File: config.mk
export PLATFORM = sky130hd
export DESIGN_NAME = palette_color_conv
export DESIGN_NICKNAME = d
export VERILOG_FILES = /design/src/rtl/pcc_pkg.sv /design/src/rtl/pcc_entry_decode.sv /design/src/rtl/pcc_seq.sv /design/src/rtl/palette_color_conv.sv
export SDC_FILE = /design/constraint.sdc
export NUM_CORES = 1
export LEC_CHECK = 0
export ABC_CLOCK_PERIOD_IN_PS = 3300
export BUFFER_PORTS_ARGS = -buffer_cell sky130_fd_sc_hd__buf_2
export CORE_ASPECT_RATIO = 1.75
export CORE_MARGIN = 3
export CORE_UTILIZATION = 57
export DETAILED_ROUTE_END_ITERATION = 10
export HOLD_SLACK_MARGIN = 0.1
export PLACE_DENSITY = 0.85
export RECOVER_POWER = 50
export SETUP_SLACK_MARGIN = 0.15
export SYNTH_ARGS = -nofsm -noshare
export SYNTH_HDL_FRONTEND = slang
export SYNTH_SLANG_ARGS = --single-unit
File: constraint.sdc
create_clock -name clk -period 3.3 [get_ports clk]
set_input_delay 0.66 -clock clk [delete_from_list [all_inputs] [get_ports clk]]
set_output_delay 0.66 -clock clk [all_outputs]
set_load 0.02 [all_outputs]
File: src/rtl/pcc_pkg.sv
package pcc_pkg;

    typedef struct packed {
        logic [1:0] fmt;
        logic       mono;
    } pcc_cfg_t;

    typedef struct packed {
        logic        transp;
        logic [7:0]  red;
        logic [7:0]  green;
        logic [7:0]  blue;
    } pcc_color_t;

endpackage

File: src/rtl/pcc_entry_decode.sv
module pcc_entry_decode
    import pcc_pkg::*;
#(
    parameter int WORD_W = 32
) (
    input  logic [WORD_W-1:0] word_i,
    input  pcc_cfg_t          cfg_i,
    output pcc_color_t        color_o
);
    localparam int TBIT = 24;

    always_comb begin
        color_o = '0;
        unique case (cfg_i.fmt)
            2'd0, 2'd1: begin
                color_o.red   = {word_i[15:11], 3'b000};
                color_o.green = {word_i[10:5],  2'b00};
                color_o.blue  = {word_i[4:0],   3'b000};
            end
            2'd2: begin
                color_o.red   = {word_i[23:19], 3'b000};
                color_o.green = {word_i[15:10], 2'b00};
                color_o.blue  = {word_i[7:3],   3'b000};
            end
            default: begin
                color_o.red   = word_i[23:16];
                color_o.green = word_i[15:8];
                color_o.blue  = word_i[7:0];
            end
        endcase
        color_o.transp = (cfg_i.fmt != 2'd0) ? word_i[TBIT] : 1'b0;
        if (cfg_i.mono) begin
            color_o.red   = word_i[7:0];
            color_o.green = word_i[7:0];
            color_o.blue  = word_i[7:0];
        end
    end
endmodule

File: src/rtl/pcc_seq.sv
module pcc_seq
    import pcc_pkg::*;
#(
    parameter int DEPTH_W  = 4,
    parameter int MAX_CODE = 3
) (
    input  logic               clk,
    input  logic               rst_n,
    input  logic               start_i,
    input  logic [DEPTH_W-1:0] depth_i,
    input  logic [1:0]         fmt_live_i,
    input  logic               mono_i,
    input  logic               take_i,
    input  logic               fire_i,
    output logic               room_o,
    output pcc_cfg_t           cfg_o,
    output logic               done_o,
    output logic               stale_o
);
    localparam int CNT_W = (1 << MAX_CODE) + 1;

    typedef struct packed {
        logic             busy;
        logic             done;
        pcc_cfg_t         cfg;
        logic [CNT_W-1:0] total;
        logic [CNT_W-1:0] in_cnt;
        logic [CNT_W-1:0] out_cnt;
        logic [1:0]       used_fmt;
        logic             used_ok;
    } seq_t;

    seq_t s_d, s_q;

    function automatic logic [CNT_W-1:0] entries_for(input logic [DEPTH_W-1:0] code);
        logic [CNT_W-1:0] n;
        n = '0;
        for (int c = 1; c <= MAX_CODE; c++) begin
            if (code == DEPTH_W'(c)) n = CNT_W'(1) << (1 << c);
        end
        return n;
    endfunction

    always_comb begin
        s_d      = s_q;
        s_d.done = 1'b0;
        if (!s_q.busy) begin
            if (start_i) begin
                s_d.cfg     = '{fmt: fmt_live_i, mono: mono_i};
                s_d.total   = entries_for(depth_i);
                s_d.in_cnt  = '0;
                s_d.out_cnt = '0;
                if (entries_for(depth_i) == '0) s_d.done = 1'b1;
                else                            s_d.busy = 1'b1;
            end
        end else begin
            if (take_i) s_d.in_cnt = s_q.in_cnt + 1'b1;
            if (fire_i) begin
                s_d.out_cnt = s_q.out_cnt + 1'b1;
                if (s_q.out_cnt + 1'b1 == s_q.total) begin
                    s_d.busy     = 1'b0;
                    s_d.done     = 1'b1;
                    s_d.used_fmt = s_q.cfg.fmt;
                    s_d.used_ok  = 1'b1;
                end
            end
        end
    end

    always_ff @(posedge clk or negedge rst_n) begin
        if (!rst_n) s_q <= '0;
        else        s_q <= s_d;
    end

    assign room_o  = s_q.busy && (s_q.in_cnt < s_q.total);
    assign cfg_o   = s_q.cfg;
    assign done_o  = s_q.done;
    assign stale_o = !s_q.used_ok || (fmt_live_i != s_q.used_fmt);

    assert_no_take_idle_R2: assert property (@(posedge clk) disable iff (!rst_n)
        take_i |-> s_q.busy);
    assert_take_bound_R1: assert property (@(posedge clk) disable iff (!rst_n)
        take_i |-> (s_q.in_cnt < s_q.total));
    assert_done_single_R11: assert property (@(posedge clk) disable iff (!rst_n)
        done_o |=> !done_o);
    assert_cfg_hold_R12: assert property (@(posedge clk) disable iff (!rst_n)
        (s_q.busy && $past(s_q.busy)) |-> $stable(s_q.cfg));
endmodule

File: src/rtl/palette_color_conv.sv
module palette_color_conv
    import pcc_pkg::*;
#(
    parameter int DEPTH_W  = 4,
    parameter int MAX_CODE = 3,
    parameter int WORD_W   = 32
) (
    input  logic               clk,
    input  logic               rst_n,
    input  logic               start,
    input  logic [DEPTH_W-1:0] depth_code,
    input  logic [1:0]         pal_fmt,
    input  logic               mono,
    input  logic               in_valid,
    input  logic [WORD_W-1:0]  in_word,
    output logic               in_ready,
    output logic               out_valid,
    input  logic               out_ready,
    output logic [23:0]        out_rgb,
    output logic               out_transp,
    output logic               done,
    output logic               fmt_stale
);
    typedef struct packed {
        logic       valid;
        pcc_color_t color;
    } oreg_t;

    oreg_t      o_d, o_q;
    pcc_cfg_t   cfg;
    pcc_color_t conv;
    logic       room, take, fire;

    assign fire     = o_q.valid && out_ready;
    assign in_ready = room && (!o_q.valid || out_ready);
    assign take     = in_valid && in_ready;

    pcc_seq #(.DEPTH_W(DEPTH_W), .MAX_CODE(MAX_CODE)) i_seq (
        .clk(clk), .rst_n(rst_n), .start_i(start), .depth_i(depth_code),
        .fmt_live_i(pal_fmt), .mono_i(mono), .take_i(take), .fire_i(fire),
        .room_o(room), .cfg_o(cfg), .done_o(done), .stale_o(fmt_stale)
    );

    pcc_entry_decode #(.WORD_W(WORD_W)) i_dec (
        .word_i(in_word), .cfg_i(cfg), .color_o(conv)
    );

    always_comb begin
        o_d = o_q;
        if (fire) o_d.valid = 1'b0;
        if (take) begin
            o_d.valid = 1'b1;
            o_d.color = conv;
        end
    end

    always_ff @(posedge clk or negedge rst_n) begin
        if (!rst_n) o_q <= '0;
        else        o_q <= o_d;
    end

    assign out_valid  = o_q.valid;
    assign out_rgb    = {o_q.color.red, o_q.color.green, o_q.color.blue};
    assign out_transp = o_q.color.transp;

    assert_hold_when_stalled_R10: assert property (@(posedge clk) disable iff (!rst_n)
        (out_valid && !out_ready) |=> (out_valid && $stable(out_rgb) && $stable(out_transp)));
endmodule

==> flow_metrics.env <==
export IMPL_drv_slew=0
export IMPL_path_max_fanout=3
export IMPL_tightest_slew_ns=1.35
export IMPL_post_cts_buffers=0
export IMPL_cts_max_path_buffers=2
export IMPL_power_density_nw_per_um2=692
export IMPL_cp_start_kind="flip-flop"
export IMPL_finalCriticalPeriod_ns=2.32
export IMPL_core_area_um2=4980
export IMPL_cap_violations=0
export IMPL_drive_gt1_share_pct=22.2
export IMPL_status="complete, no violations"
export IMPL_holdBufCountCts=0
export IMPL_htreeDepth=2
export IMPL_synthCells=312
export IMPL_boundaryPins=73
export IMPL_place_gp_congestion=0.873
export IMPL_use_met2_pct=42.3
export IMPL_cts_resized_gates=0
export IMPL_die_h_um=101
export IMPL_fin_crit_sh_pct=70.4
export IMPL_hp_class="flip-flop to flip-flop"
export IMPL_finalPower_mw=2.31
export IMPL_numCtsBuffers=5
export IMPL_placementRows=34
export IMPL_syn_num_nets=361
export IMPL_grt_pass1_wl_mm=11.0
export IMPL_port_buffers=65
export IMPL_setup_viol=0
export IMPL_post_route_drc_count=0
export IMPL_antenna_found_initial=0
export IMPL_ys_flop_type="dfrtp_1"
export IMPL_via_per_inst=6.00
export IMPL_fmax_mhz=431
export IMPL_busiest_layer="met2"
export IMPL_placedCellCount=416
export IMPL_finClkSkew_ns=0.0152
export IMPL_clock_latency_ns=0.32
export IMPL_ys_ff_latch=55
export IMPL_multiInputGateArea_um2=1440
export IMPL_die_area_um2=6100
export IMPL_first_pass_iters=4
export IMPL_postSynthAreaPerCell_um2=9.45
export IMPL_ys_seq_area_share_pct=46.7
export IMPL_nets=418
export IMPL_fill_cells=405
export IMPL_grt_max_degree=56
export IMPL_use_met1_pct=26.2
export IMPL_track_usage_pct=23.6
export IMPL_cts_tree="yes"
export IMPL_die_w_um=60.4
export IMPL_crit_required_ns=2.64
export IMPL_routedWlPerCell_um=15.8
export IMPL_fin_util_pct=67.0
export IMPL_rsz0062_at_grt="no"
export IMPL_wl_mm=6.70
export IMPL_async_flop_share_pct=100
export IMPL_grt_overflow=0
export IMPL_areaGrowthSynthToFinish_pct=13.1
export IMPL_cp_end_kind="output port"
export IMPL_grt_pass1_vias=2496
export IMPL_cts_clk_slew_worst_paths_ns=0.10
export IMPL_synth_edf_count=0
export IMPL_setup_tns_ns=0
export IMPL_syn_area_um2=2950
export IMPL_antenna_left=0
export IMPL_synth_cell_types=48
export IMPL_p_leak_nw=1.64
export IMPL_dr_first_iter_drc_count=97
export IMPL_dpl_hpwl_mm=4.87
export IMPL_start_util_pct=59.2
export IMPL_antenna_cells=0
export IMPL_max_vdd_ir_drop_mv=0.565
export IMPL_ys_warn_count=0
export IMPL_path_class="flip-flop to output port"
export IMPL_cts_root_buffer="clkbuf_8"
export IMPL_worstPathArrival_ns=1.66
export IMPL_final_cells=423
export IMPL_grtUsageMet3_pct=4.46
export IMPL_seq_area_um2=1380
export IMPL_rrSetupSlack_ns=0.99
export IMPL_hold_violations=0
export IMPL_relSlewSlack_pct=10.2
export IMPL_vias=2539
export IMPL_clock_sinks=55
[through the flow]
step	instance area (um^2)	setup WS [ns]	hold slack, ns
detailed placement	3250	0.986	0.452
floorplan	2950	1.31	0.364
global placement	3250	1.00	0.451
global route	3330	0.739	0.502
CTS	3350	0.973	0.480
finish	3330	0.978	0.481
[path summary, 6_finish.rpt]
kind	endpoint	startpoint	cells past startpoint
worst min register to register	i_seq.s_q[0]$_DFFE_PN0P_	i_seq.s_q[0]$_DFFE_PN0P_	1
min in group asynchronous	i_seq.s_q[34]$_DFF_PN0_	rst_n	2
max in group asynchronous	i_seq.done_o$_DFF_PN0_	rst_n	2
worst min-delay path	i_seq.s_q[0]$_DFFE_PN0P_	i_seq.s_q[0]$_DFFE_PN0P_	1
worst max-delay path	in_ready	i_seq.s_q[25]$_DFFE_PN0P_	6
worst max register to register	i_seq.s_q[13]$_DFFE_PN0P_	i_seq.s_q[25]$_DFFE_PN0P_	8
[kinds of logic after synthesis]
kind of cell | Yosys count | share of synthesized area [%]
buf+inv | 23 | 4.46
flops | 55 | 46.7
fa+ha+maj | 5 | 2.12
compound gates | 71 | 16.5
simple gates | 138 | 23.5
mux | 12 | 4.41
xor+xnor | 8 | 2.38
[cell type report]
cell class / instances / area share, %
sequential: 55 / 41.3
timing repair buffer: 69 / 10.3
clock inverter: 1 / 0.263
tap: 54 / 2.03
inverter: 4 / 0.450
multi-input combinational: 234 / 43.2
clock buffer: 6 / 2.48
[state kept, by name, summed over array words and instances (netlist names)]
register / cells
out_valid: 1
i_seq.cfg_o: 3
i_seq.s_q: 25
out_transp: 1
i_seq.done_o: 1
out_rgb: 24
[per-layer routing]
metal	vias up	share of wire, %	routed length (um)
met5	-	0	0
li1	1217	-	-
met4	0	2.7	180
met3	12	4.9	331
met2	82	53	3530
met1	1228	40	2660
[Yosys cell counts (3+ instances only)]
cell	count	share of area [%]
or3_1	3	0.64
buf_2	5	0.85
nand3_1	16	2.7
clkbuf_1	9	1.1
inv_1	4	0.51
nand4_1	8	1.7
nand2_1	50	6.4
a211oi_1	10	2.5
xnor2_1	6	1.8
dfrtp_1	55	47
o31ai_1	11	2.8
a221oi_1	5	1.5
nor2b_1	19	4.0
o21ai_0	26	4.4
ha_1	5	2.1
nor2_1	20	2.5
mux2i_1	10	3.4
a21oi_1	4	0.68
nand2b_1	5	1.1
[placed cells by master (no fill, tap or decap), types with 2 or more instances in the layout]
cell type	count
buf_2	61
dfrtp_1	55
nand2_1	50
o21ai_0	26
nor2_1	20
nor2b_1	19
nand3_1	16
o31ai_1	11
a211oi_1	10
mux2i_1	10
nand4_1	8
xnor2_1	6
clkbuf_8	6
nand2b_1	5
a221oi_1	5
ha_1	5
clkbuf_1	5
inv_1	4
a21oi_1	4
or3_1	3
and3_1	3
o21a_1	2
nor3b_1	2
xor2_1	2
o21ai_1	2
and2_1	2
nand4b_1	2
mux2_4	2
a31oi_1	2
buf_4	2
[worst max-delay path: stages, from the launching register on]
cell	delay, ns
dfrtp_1	0.40
inv_1	0.08
ha_1	0.18
nor4_1	0.16
o21ai_1	0.16
a21oi_1	0.19
buf_2	0.19
[report_power, final]
group,total (mW),internal [mW],switching (mW)
Combinational,0.867,0.324,0.543
Clock,0.393,0.169,0.223
Sequential,1.05,0.865,0.184
Total,2.31,1.36,0.949
Power figures use the tool's default switching activity.
